[src/rtl/memarea_pkg.sv]
// Shared types for the memory-area controller.
// Assumes: at most four area codes (three areas plus "none").
package memarea_pkg;

    typedef enum logic [1:0] {
        AR_ZERO = 2'd0,
        AR_ONE  = 2'd1,
        AR_TWO  = 2'd2,
        AR_NONE = 2'd3
    } area_e;

    typedef enum logic [1:0] {
        SZ_BYTE = 2'd0,
        SZ_HALF = 2'd1,
        SZ_WORD = 2'd2,
        SZ_WRD2 = 2'd3
    } size_e;

    typedef enum logic [1:0] {
        ST_IDLE = 2'd0,
        ST_RUN  = 2'd1,
        ST_FAIL = 2'd2
    } state_e;

endpackage

[src/rtl/memarea_decode.sv]
// Address decode: picks the area from the area field and builds the byte-lane mask.
// Assumes: little-endian lane numbering, and naturally aligned accesses.
module memarea_decode
    import memarea_pkg::*;
#(
    parameter int AREA_W = 3,
    parameter int LANES  = 4,
    localparam int LSB_W = $clog2(LANES)
) (
    input  logic [AREA_W-1:0] area_field_i,
    input  logic [LSB_W-1:0]  low_addr_i,
    input  logic [1:0]        size_i,
    output area_e             area_o,
    output logic [LANES-1:0]  lane_mask_o
);

    // Area field to area code; every code above 2 is unmapped.
    always_comb begin
        case (area_field_i)
            AREA_W'(0): area_o = AR_ZERO;
            AREA_W'(1): area_o = AR_ONE;
            AREA_W'(2): area_o = AR_TWO;
            default:    area_o = AR_NONE;
        endcase
    end

    // One lane-enable term per byte lane.
    for (genvar ln = 0; ln < LANES; ln++) begin : g_lane
        localparam logic [LSB_W-1:0] LN = LSB_W'(ln);
        always_comb begin
            case (size_e'(size_i))
                SZ_BYTE: lane_mask_o[ln] = (low_addr_i == LN);
                SZ_HALF: lane_mask_o[ln] = (low_addr_i[LSB_W-1:1] == LN[LSB_W-1:1]);
                default: lane_mask_o[ln] = 1'b1;
            endcase
        end
    end

endmodule

[src/rtl/memarea_waitsel.sv]
// Wait selection: turns the per-area wait fields into a cycle count.
// It also says whether the external wait pin applies to the area.
// Assumes: area 1 is an internal single-cycle target.
module memarea_waitsel
    import memarea_pkg::*;
#(
    parameter int A0_SEL_W = 3,
    parameter int A2_SEL_W = 2,
    parameter int CNT_W    = 4
) (
    input  area_e               area_i,
    input  logic [A0_SEL_W-1:0] a0_sel_i,
    input  logic [A2_SEL_W-1:0] a2_sel_i,
    input  logic                a2_plain_i,
    output logic [CNT_W-1:0]    waits_o,
    output logic                honour_o
);

    localparam logic [A0_SEL_W-1:0] LIN_MAX = A0_SEL_W'(4);

    logic [CNT_W-1:0] a0_waits;

    // Area-0 code: linear up to 4, then steps of two.
    always_comb begin
        if (a0_sel_i <= LIN_MAX)
            a0_waits = CNT_W'(a0_sel_i);
        else
            a0_waits = CNT_W'({a0_sel_i, 1'b0}) - CNT_W'(4);
    end

    // Per-area count and external-wait permission.
    always_comb begin
        case (area_i)
            AR_ZERO: begin waits_o = a0_waits;           honour_o = 1'b1;       end
            AR_TWO:  begin waits_o = CNT_W'(a2_sel_i);   honour_o = a2_plain_i; end
            default: begin waits_o = '0;                 honour_o = 1'b0;       end
        endcase
    end

endmodule

[src/rtl/memarea_ctrl.sv]
// Top level: the access sequencer and the pin drivers for areas 0 to 2.
// Assumes: req_i is sampled only while idle, and the requester drops it by the ack cycle.
module memarea_ctrl
    import memarea_pkg::*;
#(
    parameter int ADDR_W   = 32,
    parameter int DATA_W   = 32,
    parameter int AREA_LSB = 26,
    parameter int AREA_W   = 3,
    parameter int A0_SEL_W = 3,
    parameter int A2_SEL_W = 2
) (
    input  logic                clk,
    input  logic                rst_n,
    input  logic                req_i,
    input  logic                we_i,
    input  logic [1:0]          size_i,
    input  logic [ADDR_W-1:0]   addr_i,
    output logic                ack_o,
    output logic                err_o,
    output logic [DATA_W-1:0]   rdata_o,
    input  logic [A0_SEL_W-1:0] a0_wait_sel_i,
    input  logic [A2_SEL_W-1:0] a2_wait_sel_i,
    input  logic                a2_plain_mem_i,
    input  logic                wait_n_i,
    input  logic [DATA_W-1:0]   ext_rdata_i,
    output logic                cs0_n_o,
    output logic                cs2_n_o,
    output logic                rd_n_o,
    output logic [DATA_W/8-1:0] we_n_o,
    output logic                periph_sel_o
);

    localparam int LANES  = DATA_W / 8;
    localparam int LSB_W  = $clog2(LANES);
    localparam int A0_MAX = 2 * ((1 << A0_SEL_W) - 1) - 4;
    localparam int CNT_W  = $clog2(A0_MAX + 1);

    area_e            dec_area;
    logic [LANES-1:0] dec_mask;
    logic [CNT_W-1:0] dec_waits;
    logic             dec_honour;

    state_e           st_q;
    area_e            area_q;
    logic             we_q;
    logic [LANES-1:0] mask_q;
    logic [CNT_W-1:0] cnt_q;
    logic             honour_q;
    logic [DATA_W-1:0] rdata_q;

    logic busy, ext_busy, last_cyc;
    logic unused_addr;

    assign unused_addr = ^{addr_i[ADDR_W-1:AREA_LSB+AREA_W], addr_i[AREA_LSB-1:LSB_W]};

    memarea_decode #(.AREA_W(AREA_W), .LANES(LANES)) u_decode (
        .area_field_i (addr_i[AREA_LSB +: AREA_W]),
        .low_addr_i   (addr_i[LSB_W-1:0]),
        .size_i       (size_i),
        .area_o       (dec_area),
        .lane_mask_o  (dec_mask)
    );

    memarea_waitsel #(.A0_SEL_W(A0_SEL_W), .A2_SEL_W(A2_SEL_W), .CNT_W(CNT_W)) u_waitsel (
        .area_i     (dec_area),
        .a0_sel_i   (a0_wait_sel_i),
        .a2_sel_i   (a2_wait_sel_i),
        .a2_plain_i (a2_plain_mem_i),
        .waits_o    (dec_waits),
        .honour_o   (dec_honour)
    );

    // Access status derived from the state register.
    assign busy     = (st_q == ST_RUN);
    assign ext_busy = busy && (area_q != AR_ONE);
    assign last_cyc = busy && (cnt_q == '0) && !(honour_q && !wait_n_i);

    // Sequencer: accept in idle, count down the waits, finish on the last cycle.
    always_ff @(posedge clk) begin
        if (!rst_n) begin
            st_q     <= ST_IDLE;
            area_q   <= AR_NONE;
            we_q     <= 1'b0;
            mask_q   <= '0;
            cnt_q    <= '0;
            honour_q <= 1'b0;
        end else begin
            case (st_q)
                ST_IDLE: if (req_i) begin
                    st_q     <= (dec_area == AR_NONE) ? ST_FAIL : ST_RUN;
                    area_q   <= dec_area;
                    we_q     <= we_i;
                    mask_q   <= dec_mask;
                    cnt_q    <= dec_waits;
                    honour_q <= dec_honour;
                end
                ST_RUN: begin
                    if (last_cyc)
                        st_q <= ST_IDLE;
                    else if (cnt_q != '0)
                        cnt_q <= cnt_q - 1'b1;
                end
                default: st_q <= ST_IDLE;
            endcase
        end
    end

    // Read data capture at the close of a successful read.
    always_ff @(posedge clk) begin
        if (!rst_n)
            rdata_q <= '0;
        else if (last_cyc && !we_q)
            rdata_q <= ext_rdata_i;
    end

    // Pin drivers; area 1 reaches only the internal select.
    assign cs0_n_o      = !(busy && area_q == AR_ZERO);
    assign cs2_n_o      = !(busy && area_q == AR_TWO);
    assign periph_sel_o = busy && (area_q == AR_ONE);
    assign rd_n_o       = !(ext_busy && !we_q);
    assign we_n_o       = (ext_busy && we_q) ? ~mask_q : '1;
    assign ack_o        = last_cyc || (st_q == ST_FAIL);
    assign err_o        = (st_q == ST_FAIL);
    assign rdata_o      = rdata_q;


    sel_excl_chk: assert property (@(posedge clk) disable iff (!rst_n)
        $onehot0({!cs0_n_o, !cs2_n_o, periph_sel_o}));

    periph_iso_chk: assert property (@(posedge clk) disable iff (!rst_n)
        periph_sel_o |-> (cs0_n_o && cs2_n_o && rd_n_o && (&we_n_o)));

    ack_pulse_chk: assert property (@(posedge clk) disable iff (!rst_n)
        ack_o |=> !ack_o);

    err_quiet_chk: assert property (@(posedge clk) disable iff (!rst_n)
        err_o |-> (ack_o && cs0_n_o && cs2_n_o && rd_n_o && (&we_n_o) && !periph_sel_o));

    err_keep_chk: assert property (@(posedge clk) disable iff (!rst_n)
        err_o |=> $stable(rdata_o));

    cs0_hold_chk: assert property (@(posedge clk) disable iff (!rst_n)
        (!cs0_n_o && !ack_o) |=> !cs0_n_o);

    a0_wait_chk: assert property (@(posedge clk) disable iff (!rst_n)
        (!cs0_n_o && !wait_n_i) |-> !ack_o);

    rd_we_excl_chk: assert property (@(posedge clk) disable iff (!rst_n)
        !(!rd_n_o && !(&we_n_o)));

endmodule

[config.mk]
export PLATFORM = sky130hd
export DESIGN_NAME = memarea_ctrl
export DESIGN_NICKNAME = d
export VERILOG_FILES = /design/src/rtl/memarea_pkg.sv /design/src/rtl/memarea_decode.sv /design/src/rtl/memarea_waitsel.sv /design/src/rtl/memarea_ctrl.sv
export SDC_FILE = /design/constraint.sdc
export NUM_CORES = 1
export LEC_CHECK = 0
export BUFFER_PORTS_ARGS = -buffer_cell sky130_fd_sc_hd__buf_2
export CAP_MARGIN = 0
export CORE_MARGIN = 5
export CORE_UTILIZATION = 25
export DETAILED_ROUTE_END_ITERATION = 12
export GPL_TIMING_DRIVEN = 1
export PLACE_DENSITY = 0.49
export SLEW_MARGIN = 0
export SYNTH_ARGS = -nofsm -noshare
export SYNTH_HDL_FRONTEND = slang
export SYNTH_SLANG_ARGS = --single-unit
[constraint.sdc]
create_clock -name clk -period 2.6 [get_ports clk]
set_clock_uncertainty 0.05 [all_clocks]
set_input_delay 0 -clock clk [delete_from_list [all_inputs] [get_ports clk]]
set_output_delay 0 -clock clk [all_outputs]
set_load 0.01 [all_outputs]
# Word level (Yosys, flattened, before mapping)
# Cells that the tools add are included.
totals:
  ff_bits: 46
  inputBits: 77
  out_inout_bits: 42
  elab_cells: 75
op_classes:
  n_addsub: 2
  magnitude_cmp: 1
  n_eq_ne: 17
  mux: 17
  n_bitwise: 2
  n_reduce_logical: 29
ops:
  columns: ["cell", "n"]
  rows:
  - ["2-to-1 mux 4 bit", 5]
  - ["case mux 4 bit (2 select lines)", 2]
  - ["== test 2 bit, second input constant", 6]
  - ["logical AND 1 bit", 10]
  - ["zero test 2 bit", 5]
  - ["case mux 1 bit (2 select lines)", 5]
  - ["== test 2 x 1 -> 1 bit, second input constant", 4]
  - ["zero test 1 bit", 6]
  - ["2-to-1 mux 2 bit", 3]
  - ["inequality test 2 x 1 -> 1 bit, second input constant", 3]
  - ["case mux 2 bit (3 select lines)", 1]
  - ["zero test 4 bit", 1]
  - ["inequality test 2 bit, second input constant", 2]
  - ["inverter 4 bit", 1]
  - ["case mux 2 bit (2 select lines)", 1]
  - ["AND reduction 2 bit", 2]
  - ["AND reduction 4 bit", 1]
  - ["nonzero test 4 bit", 1]
  - ["subtractor 4 x 1 -> 4 bit, second input constant", 1]
  - ["subtractor 4 x 3 -> 4 bit, second input constant", 1]
  - ["== test 3 x 1 -> 1 bit, second input constant", 1]
  - ["== test 3 x 2 -> 1 bit, second input constant", 1]
  - ["less-or-equal comparator 3 bit, second input constant", 1]
  - ["zero test 3 bit", 1]
  - ["3 further kinds", 3]

# Longest topological paths before layout
logic_depth:
  word_depth: 6
  ltp_mapped: 7
  depth_no_buf: 6

# Modules after synthesis
# A second synthesis with hierarchy kept.
hier_totals:
  hier_cells: 244
  hier_area_um2: 2159.6
by_module_without_submodules:
  columns: ["mod", "instances", "cells_each", "area_per_inst_um2", "seq_area_each_um2"]
  rows:
  - ["memarea_ctrl", 1, 224, 2020.7, 920.9]
  - ["memarea_waitsel", 1, 11, 75.1, 0.0]
  - ["memarea_decode", 1, 9, 63.8, 0.0]

# Worst setup path before layout
# OpenSTA, ideal clock, no wires.
synth_timing:
  path_type: "register -> register"
  startpoint: "register cnt_q[0]"
  endpoint: "register cnt_q[2]"
  t_arrival_ns: 1.418
  slack_ns: 1.015
  stages_incl_launch_ff: 7
  period_less_slack_ns: 1.585
  cell_sequence: "dfxtp_1 inv_1 ha_1 nor3b_4 a211oi_4 o21ai_1 a32o_1"
synth_via:
  elab_chain_len: 5
synth_rtl:
  columns: ["item", "line_no", "text"]
  rows:
  - ["start: declaration", "memarea_ctrl.sv:48", "logic [CNT_W-1:0] cnt_q;"]
  - ["start signal: assignment", "memarea_ctrl.sv:95", "cnt_q <= dec_waits;"]
  - ["start signal: assignment", "memarea_ctrl.sv:102", "cnt_q <= cnt_q - 1'b1;"]
  - ["branches (longest 5 deep; another with subtractor 4 x 1 -> 4 bit)", null, null]
# Several ways; the timed one is not identified. The select of a mux whose other input is x is not followed.
# A chain may end at the register's enable or synchronous reset.

# Final worst setup path
layout_timing:
  startpoint: "register cnt_q[0]"
  endpoint: "register rdata_q[25] (netlist: rdata_o[25])"
layout_via:
  elab_chain_len: 4
layout_rtl:
  columns: ["item", "line_no", "text"]
  rows:
  - ["zero test 4 bit", "memarea_ctrl.sv:77", "assign last_cyc = busy && (cnt_q == '0) && !(honour_q && !wait_n_i);"]
  - ["logical AND 1 bit (2 in a row)", "memarea_ctrl.sv:77", null]
  - ["logical AND 1 bit", "memarea_ctrl.sv:113", "else if (last_cyc && !we_q)"]
  - ["end signal: assignment", "memarea_ctrl.sv:114", "rdata_q <= ext_rdata_i;"]
  - ["end: declaration", "memarea_ctrl.sv:50", "logic [DATA_W-1:0] rdata_q;"]
# No other way between the ends.

==> flow_summary.html <==
<table>
<tr><th>Metric</th><th>Value</th></tr>
<tr><th colspan="2">GRT</th></tr>
<tr><td>Met2 track utilization from global routing</td><td>20.6%</td></tr>
<tr><td>Maximum number of pins on one net before global-route repair</td><td>35</td></tr>
<tr><td>Antenna violations before repair</td><td>0</td></tr>
<tr><td>Global-route wire length before repair</td><td>9320 microns</td></tr>
<tr><td>Global-route layer with the greatest usage</td><td>met2</td></tr>
<tr><td>Routing usage on met3</td><td>2.56%</td></tr>
<tr><td>Vias in the first global route</td><td>2060</td></tr>
<tr><td>Remaining global-route overflow</td><td>0</td></tr>
<tr><td>Routing usage on met1</td><td>12.8%</td></tr>
<tr><td>Total routing usage reported by global routing</td><td>11.2%</td></tr>
<tr><th colspan="2">Clocking</th></tr>
<tr><td>Clk slew on worst S/H paths</td><td>0.08 ns</td></tr>
<tr><td>Clock root buffer</td><td>sky130_fd_sc_hd__clkbuf_8</td></tr>
<tr><td>Number of setup buffers added after CTS</td><td>0</td></tr>
<tr><td>Number of buffers inserted during clock tree synthesis</td><td>5</td></tr>
<tr><td>Clock tree from TritonCTS</td><td>built</td></tr>
<tr><td>H-tree Lvls</td><td>2</td></tr>
<tr><td>CTS sink count</td><td>46</td></tr>
<tr><td>Maximum count of clock buffers along a single path</td><td>2</td></tr>
<tr><td>Clock insertion delay at the later pin of the skew report</td><td>0.29 ns</td></tr>
<tr><th colspan="2">Drt</th></tr>
<tr><td>WL final</td><td>5580 microns</td></tr>
<tr><td>DRC violation count after routing</td><td>0</td></tr>
<tr><td>Number of vias in the routed layout</td><td>2088</td></tr>
<tr><td>Via-to-Cell Ratio</td><td>4.34</td></tr>
<tr><td>WL per Instance</td><td>11.6 microns</td></tr>
<tr><td>Detailed router's first-iteration violation count</td><td>36</td></tr>
<tr><td>Detailed-routing iteration count for the pre-antenna-repair pass</td><td>4</td></tr>
<tr><td>Count of antenna-violating nets left after detailed routing</td><td>0</td></tr>
<tr><th colspan="2">Worst setup path</th></tr>
<tr><td>Sequence of cells on the critical path</td><td>inv_1 &gt; ha_1 &gt; nor3b_4 &gt; nand4b_4 &gt; buf_4 &gt; nand3_1 &gt; o21ai_1</td></tr>
<tr><td>Maximum net fanout on the critical path</td><td>30</td></tr>
<tr><td>Count of cells along the worst register-to-register path</td><td>7</td></tr>
<tr><td>WP data required</td><td>2.73 ns</td></tr>
<tr><td>Classification of the worst setup path</td><td>reg2reg</td></tr>
<tr><td>Kind of capture point of the worst setup path</td><td>flip-flop</td></tr>
<tr><td>Launching point of the worst reg2reg path</td><td>cnt_q[0]</td></tr>
<tr><td>Critical-path top delay cell</td><td>sky130_fd_sc_hd__nand4b_4</td></tr>
<tr><td>Startpoint kind of the worst setup timing path</td><td>flip-flop</td></tr>
<tr><td>Arrival time worst endpoint</td><td>2.19 ns</td></tr>
<tr><td>Register-to-register path setup slack</td><td>0.54 ns</td></tr>
<tr><td>Critical path's top delay family</td><td>simple AND/OR/NAND/NOR gates</td></tr>
<tr><td>Reg-to-Reg End</td><td>rdata_o[25]</td></tr>
<tr><td>Number of buffer and inverter instances along the worst setup path</td><td>2</td></tr>
<tr><td>Critical Path Max Stage Delay</td><td>0.41 ns</td></tr>
<tr><th colspan="2">Floorplanning</th></tr>
<tr><td>Placement row count</td><td>33</td></tr>
<tr><td>Boundary Pins</td><td>119</td></tr>
<tr><td>Die Outline Area</td><td>0.0102 sq mm</td></tr>
<tr><td>Placeable core region</td><td>0.00813 sq mm</td></tr>
<tr><td>Vertical die dimension</td><td>101 microns</td></tr>
<tr><td>Initial Util</td><td>25.4%</td></tr>
<tr><td>Die Width</td><td>101 microns</td></tr>
<tr><th colspan="2">Timing</th></tr>
<tr><td>Tcrit/Tclk final</td><td>79.2%</td></tr>
<tr><td># setup viols final</td><td>0</td></tr>
<tr><td>Final hold violation count</td><td>0</td></tr>
<tr><td>Sum of negative setup slack</td><td>0 ns</td></tr>
<tr><td>Unrepaired setup endpoints after global routing</td><td>no</td></tr>
<tr><td>Count of final max-slew check failures</td><td>0</td></tr>
<tr><td>Worst-case hold slack</td><td>0.0411 ns</td></tr>
<tr><td>Post-route worst setup slack</td><td>0.542 ns</td></tr>
<tr><td>Shortest clock period the worst path allows after layout</td><td>2.06 ns</td></tr>
<tr><td>Maximum clock rate</td><td>486 MHz</td></tr>
<tr><td>Worst relative slew slack</td><td>44.9%</td></tr>
<tr><td>Worst Tran Pin Value</td><td>0.822 ns</td></tr>
<tr><th colspan="2">Finish</th></tr>
<tr><td>Nets@finish</td><td>454</td></tr>
<tr><td>Final core utilization</td><td>37.9%</td></tr>
<tr><td>Number of diodes</td><td>0</td></tr>
<tr><td>Final design instance area without fill</td><td>0.00308 sq mm</td></tr>
<tr><td>Non-Filler Instances</td><td>481</td></tr>
<tr><td>Area growth from synthesis to layout</td><td>49.1%</td></tr>
<tr><td>Ratio of cells with drive above 1 in the final layout</td><td>31.4%</td></tr>
<tr><th colspan="2">Synthesis</th></tr>
<tr><td>Gate Count Post-Synth</td><td>248</td></tr>
<tr><td>Post-synth cell types</td><td>38</td></tr>
<tr><td>Synthesized area per cell</td><td>8.33 sq um</td></tr>
<tr><td>Syn. warnings</td><td>0</td></tr>
<tr><td>Sequential-to-total area share from yosys stat</td><td>44.6%</td></tr>
<tr><td>Syn Std Cell Area</td><td>0.00207 sq mm</td></tr>
<tr><td>Synthesized Nets</td><td>327</td></tr>
<tr><td>Number of synthesized register bits</td><td>46</td></tr>
<tr><th colspan="2">Power</th></tr>
<tr><td>Max VDD drop</td><td>234 uV</td></tr>
<tr><td>Total power after layout</td><td>1.46 mW</td></tr>
<tr><td>Static leakage power</td><td>1.36 nW</td></tr>
<tr><td>Power per unit of standard cell area</td><td>473 mW/mm^2</td></tr>
<tr><th colspan="2">Placement</th></tr>
<tr><td>Cell total after placement</td><td>431</td></tr>
<tr><td>HPWL after detailed placement</td><td>3950 microns</td></tr>
<tr><td>Setup slack at placement</td><td>0.490 ns</td></tr>
<tr><td>Count of buffers from port buffering</td><td>91</td></tr>
<tr><td>Instance area at placement</td><td>0.00257 sq mm</td></tr>
<tr><td>Routability cong.</td><td>0.727</td></tr>
<tr><th colspan="2">Flow run</th></tr>
<tr><td>Max cap viols</td><td>0</td></tr>
<tr><th colspan="2">Hold path</th></tr>
<tr><td>Min-delay src</td><td>req_i</td></tr>
<tr><td>Hold/Removal Path Class</td><td>in2reg</td></tr>
<tr><td>Worst hold endpoint</td><td>we_q</td></tr>
<tr><td>Hold Crit Depth</td><td>4</td></tr>
<tr><th colspan="2">Outcome</th></tr>
<tr><td>Result of the run</td><td>complete, no violations</td></tr>
</table>
==> state kept, by name, summed over array words and instances, names as in the netlist <==
register / cells
rdata_o: 32
cnt_q: 4
mask_q: 4
area_q: 2
st_q: 2
honour_q: 1
we_q: 1
==> layout make-up <==
| class | count | area (sq um) |
|---|---|---|
| Tap cell | 105 | 131 |
| Sequential cell | 46 | 921 |
| Multi-Input combinational cell | 182 | 1020 |
| Inverter | 3 | 11.3 |
| Clock buffer | 7 | 86.3 |
| Fill cell | 852 | 5050 |
| Timing Repair Buffer | 137 | 906 |
| Clock inverter | 1 | 5.00 |
==> logic make-up (layout without fill, tap and decap cells) <==
logic type,after synthesis,in the layout,share of synthesized area [%]
compound gates,62,62,18.8
fa+ha+maj,2,2,1.21
buf+inv,20,148,6.06
flops,46,46,44.6
mux,2,2,0.969
simple gates,116,116,28.4
==> worst max-delay path by stage <==
stage / from / end / depth (start not counted)
final: cnt_q[0] / rdata_o[25] / 7
after CTS: cnt_q[0] / rdata_o[28] / 7
after detailed placement: cnt_q[0] / rdata_o[23] / 7
after global routing: cnt_q[0] / rdata_o[15] / 7
after floorplan: cnt_q[0] / cnt_q[2] / 6
after global placement: cnt_q[0] / rdata_o[23] / 7
==> report_power, final <==
group          switching [mW]  leakage [nW]  internal [mW]  total [mW]
combinational           0.126         0.935          0.132       0.257
clock                   0.236        0.0482          0.215       0.451
sequential             0.0181         0.374          0.732       0.750
total                   0.380          1.36           1.08        1.46
==> worst min-delay path: stages <==
cell and delay [ns]:
sky130_fd_sc_hd__buf_2 0.11, sky130_fd_sc_hd__nand2_1 0.10, sky130_fd_sc_hd__nand2_1 0.08, sky130_fd_sc_hd__a21boi_1 0.05
==> layer usage <==
metal	vias up	part of all wire, %
met5	-	0
met4	0	1.1
met3	5	6.7
met2	54	49
met1	917	43
li1	1112	-
==> cells in the mapped netlist <==
library cell / count / area (sq um)
sky130_fd_sc_hd__nor2b_1: 1 / 6.26
sky130_fd_sc_hd__and2b_1: 1 / 7.51
sky130_fd_sc_hd__nand2b_1: 6 / 37.5
sky130_fd_sc_hd__or3_1: 2 / 12.5
sky130_fd_sc_hd__nor3b_2: 1 / 12.5
sky130_fd_sc_hd__o21ai_0: 9 / 45.0
sky130_fd_sc_hd__nor3_1: 1 / 5.00
sky130_fd_sc_hd__a22o_1: 1 / 8.76
sky130_fd_sc_hd__nand3_2: 1 / 10.0
sky130_fd_sc_hd__nor2_1: 8 / 30.0
sky130_fd_sc_hd__nor3b_4: 1 / 18.8
sky130_fd_sc_hd__a21oi_1: 5 / 25.0
sky130_fd_sc_hd__o21ai_2: 8 / 70.1
sky130_fd_sc_hd__nand3_1: 34 / 170
sky130_fd_sc_hd__and2_2: 1 / 7.51
sky130_fd_sc_hd__and3_1: 1 / 6.26
sky130_fd_sc_hd__buf_1: 2 / 7.51
sky130_fd_sc_hd__a211oi_4: 1 / 20.0
sky130_fd_sc_hd__mux2i_1: 2 / 20.0
sky130_fd_sc_hd__a31oi_1: 5 / 31.3
sky130_fd_sc_hd__nor4b_1: 1 / 8.76
sky130_fd_sc_hd__nand3b_1: 3 / 22.5
sky130_fd_sc_hd__nand2_1: 51 / 191
sky130_fd_sc_hd__a22oi_1: 1 / 7.51
sky130_fd_sc_hd__buf_2: 4 / 20.0
sky130_fd_sc_hd__and2b_4: 1 / 10.0
sky130_fd_sc_hd__o21bai_1: 3 / 22.5
sky130_fd_sc_hd__buf_6: 6 / 67.6
sky130_fd_sc_hd__nand4b_4: 1 / 23.8
sky130_fd_sc_hd__o21ai_1: 25 / 125
sky130_fd_sc_hd__a21boi_0: 1 / 7.51
sky130_fd_sc_hd__clkbuf_1: 5 / 18.8
sky130_fd_sc_hd__inv_1: 3 / 11.3
sky130_fd_sc_hd__a21boi_1: 2 / 15.0
sky130_fd_sc_hd__a32o_1: 1 / 10.0
sky130_fd_sc_hd__ha_1: 2 / 25.0
sky130_fd_sc_hd__nor2_2: 1 / 6.26
sky130_fd_sc_hd__dfxtp_1: 46 / 921
==> cell usage in the layout (no fill, tap or decap), drive strengths merged, types with 2 or more instances in the layout <==
cell type,Yosys,layout
buf,12,95
nand2,51,51
dfxtp,46,46
dlygate4sd3,0,42
o21ai,42,42
nand3,35,35
nor2,9,9
clkbuf,5,7
nand2b,6,6
a21oi,5,5
a31oi,5,5
inv,3,3
nand3b,3,3
o21bai,3,3
a21boi,3,3
or3,2,2
mux2i,2,2
ha,2,2
and2b,2,2
nor3b,2,2
==> what timing repair did <==
action | CTS | global route
setup endpoints to repair | 0 | 0
hold endpoints to repair | 40 | 0
gates resized for setup | 0 | 0
hold buffers | 42 | 0
Note: power is estimated with default switching activity, not from simulation.
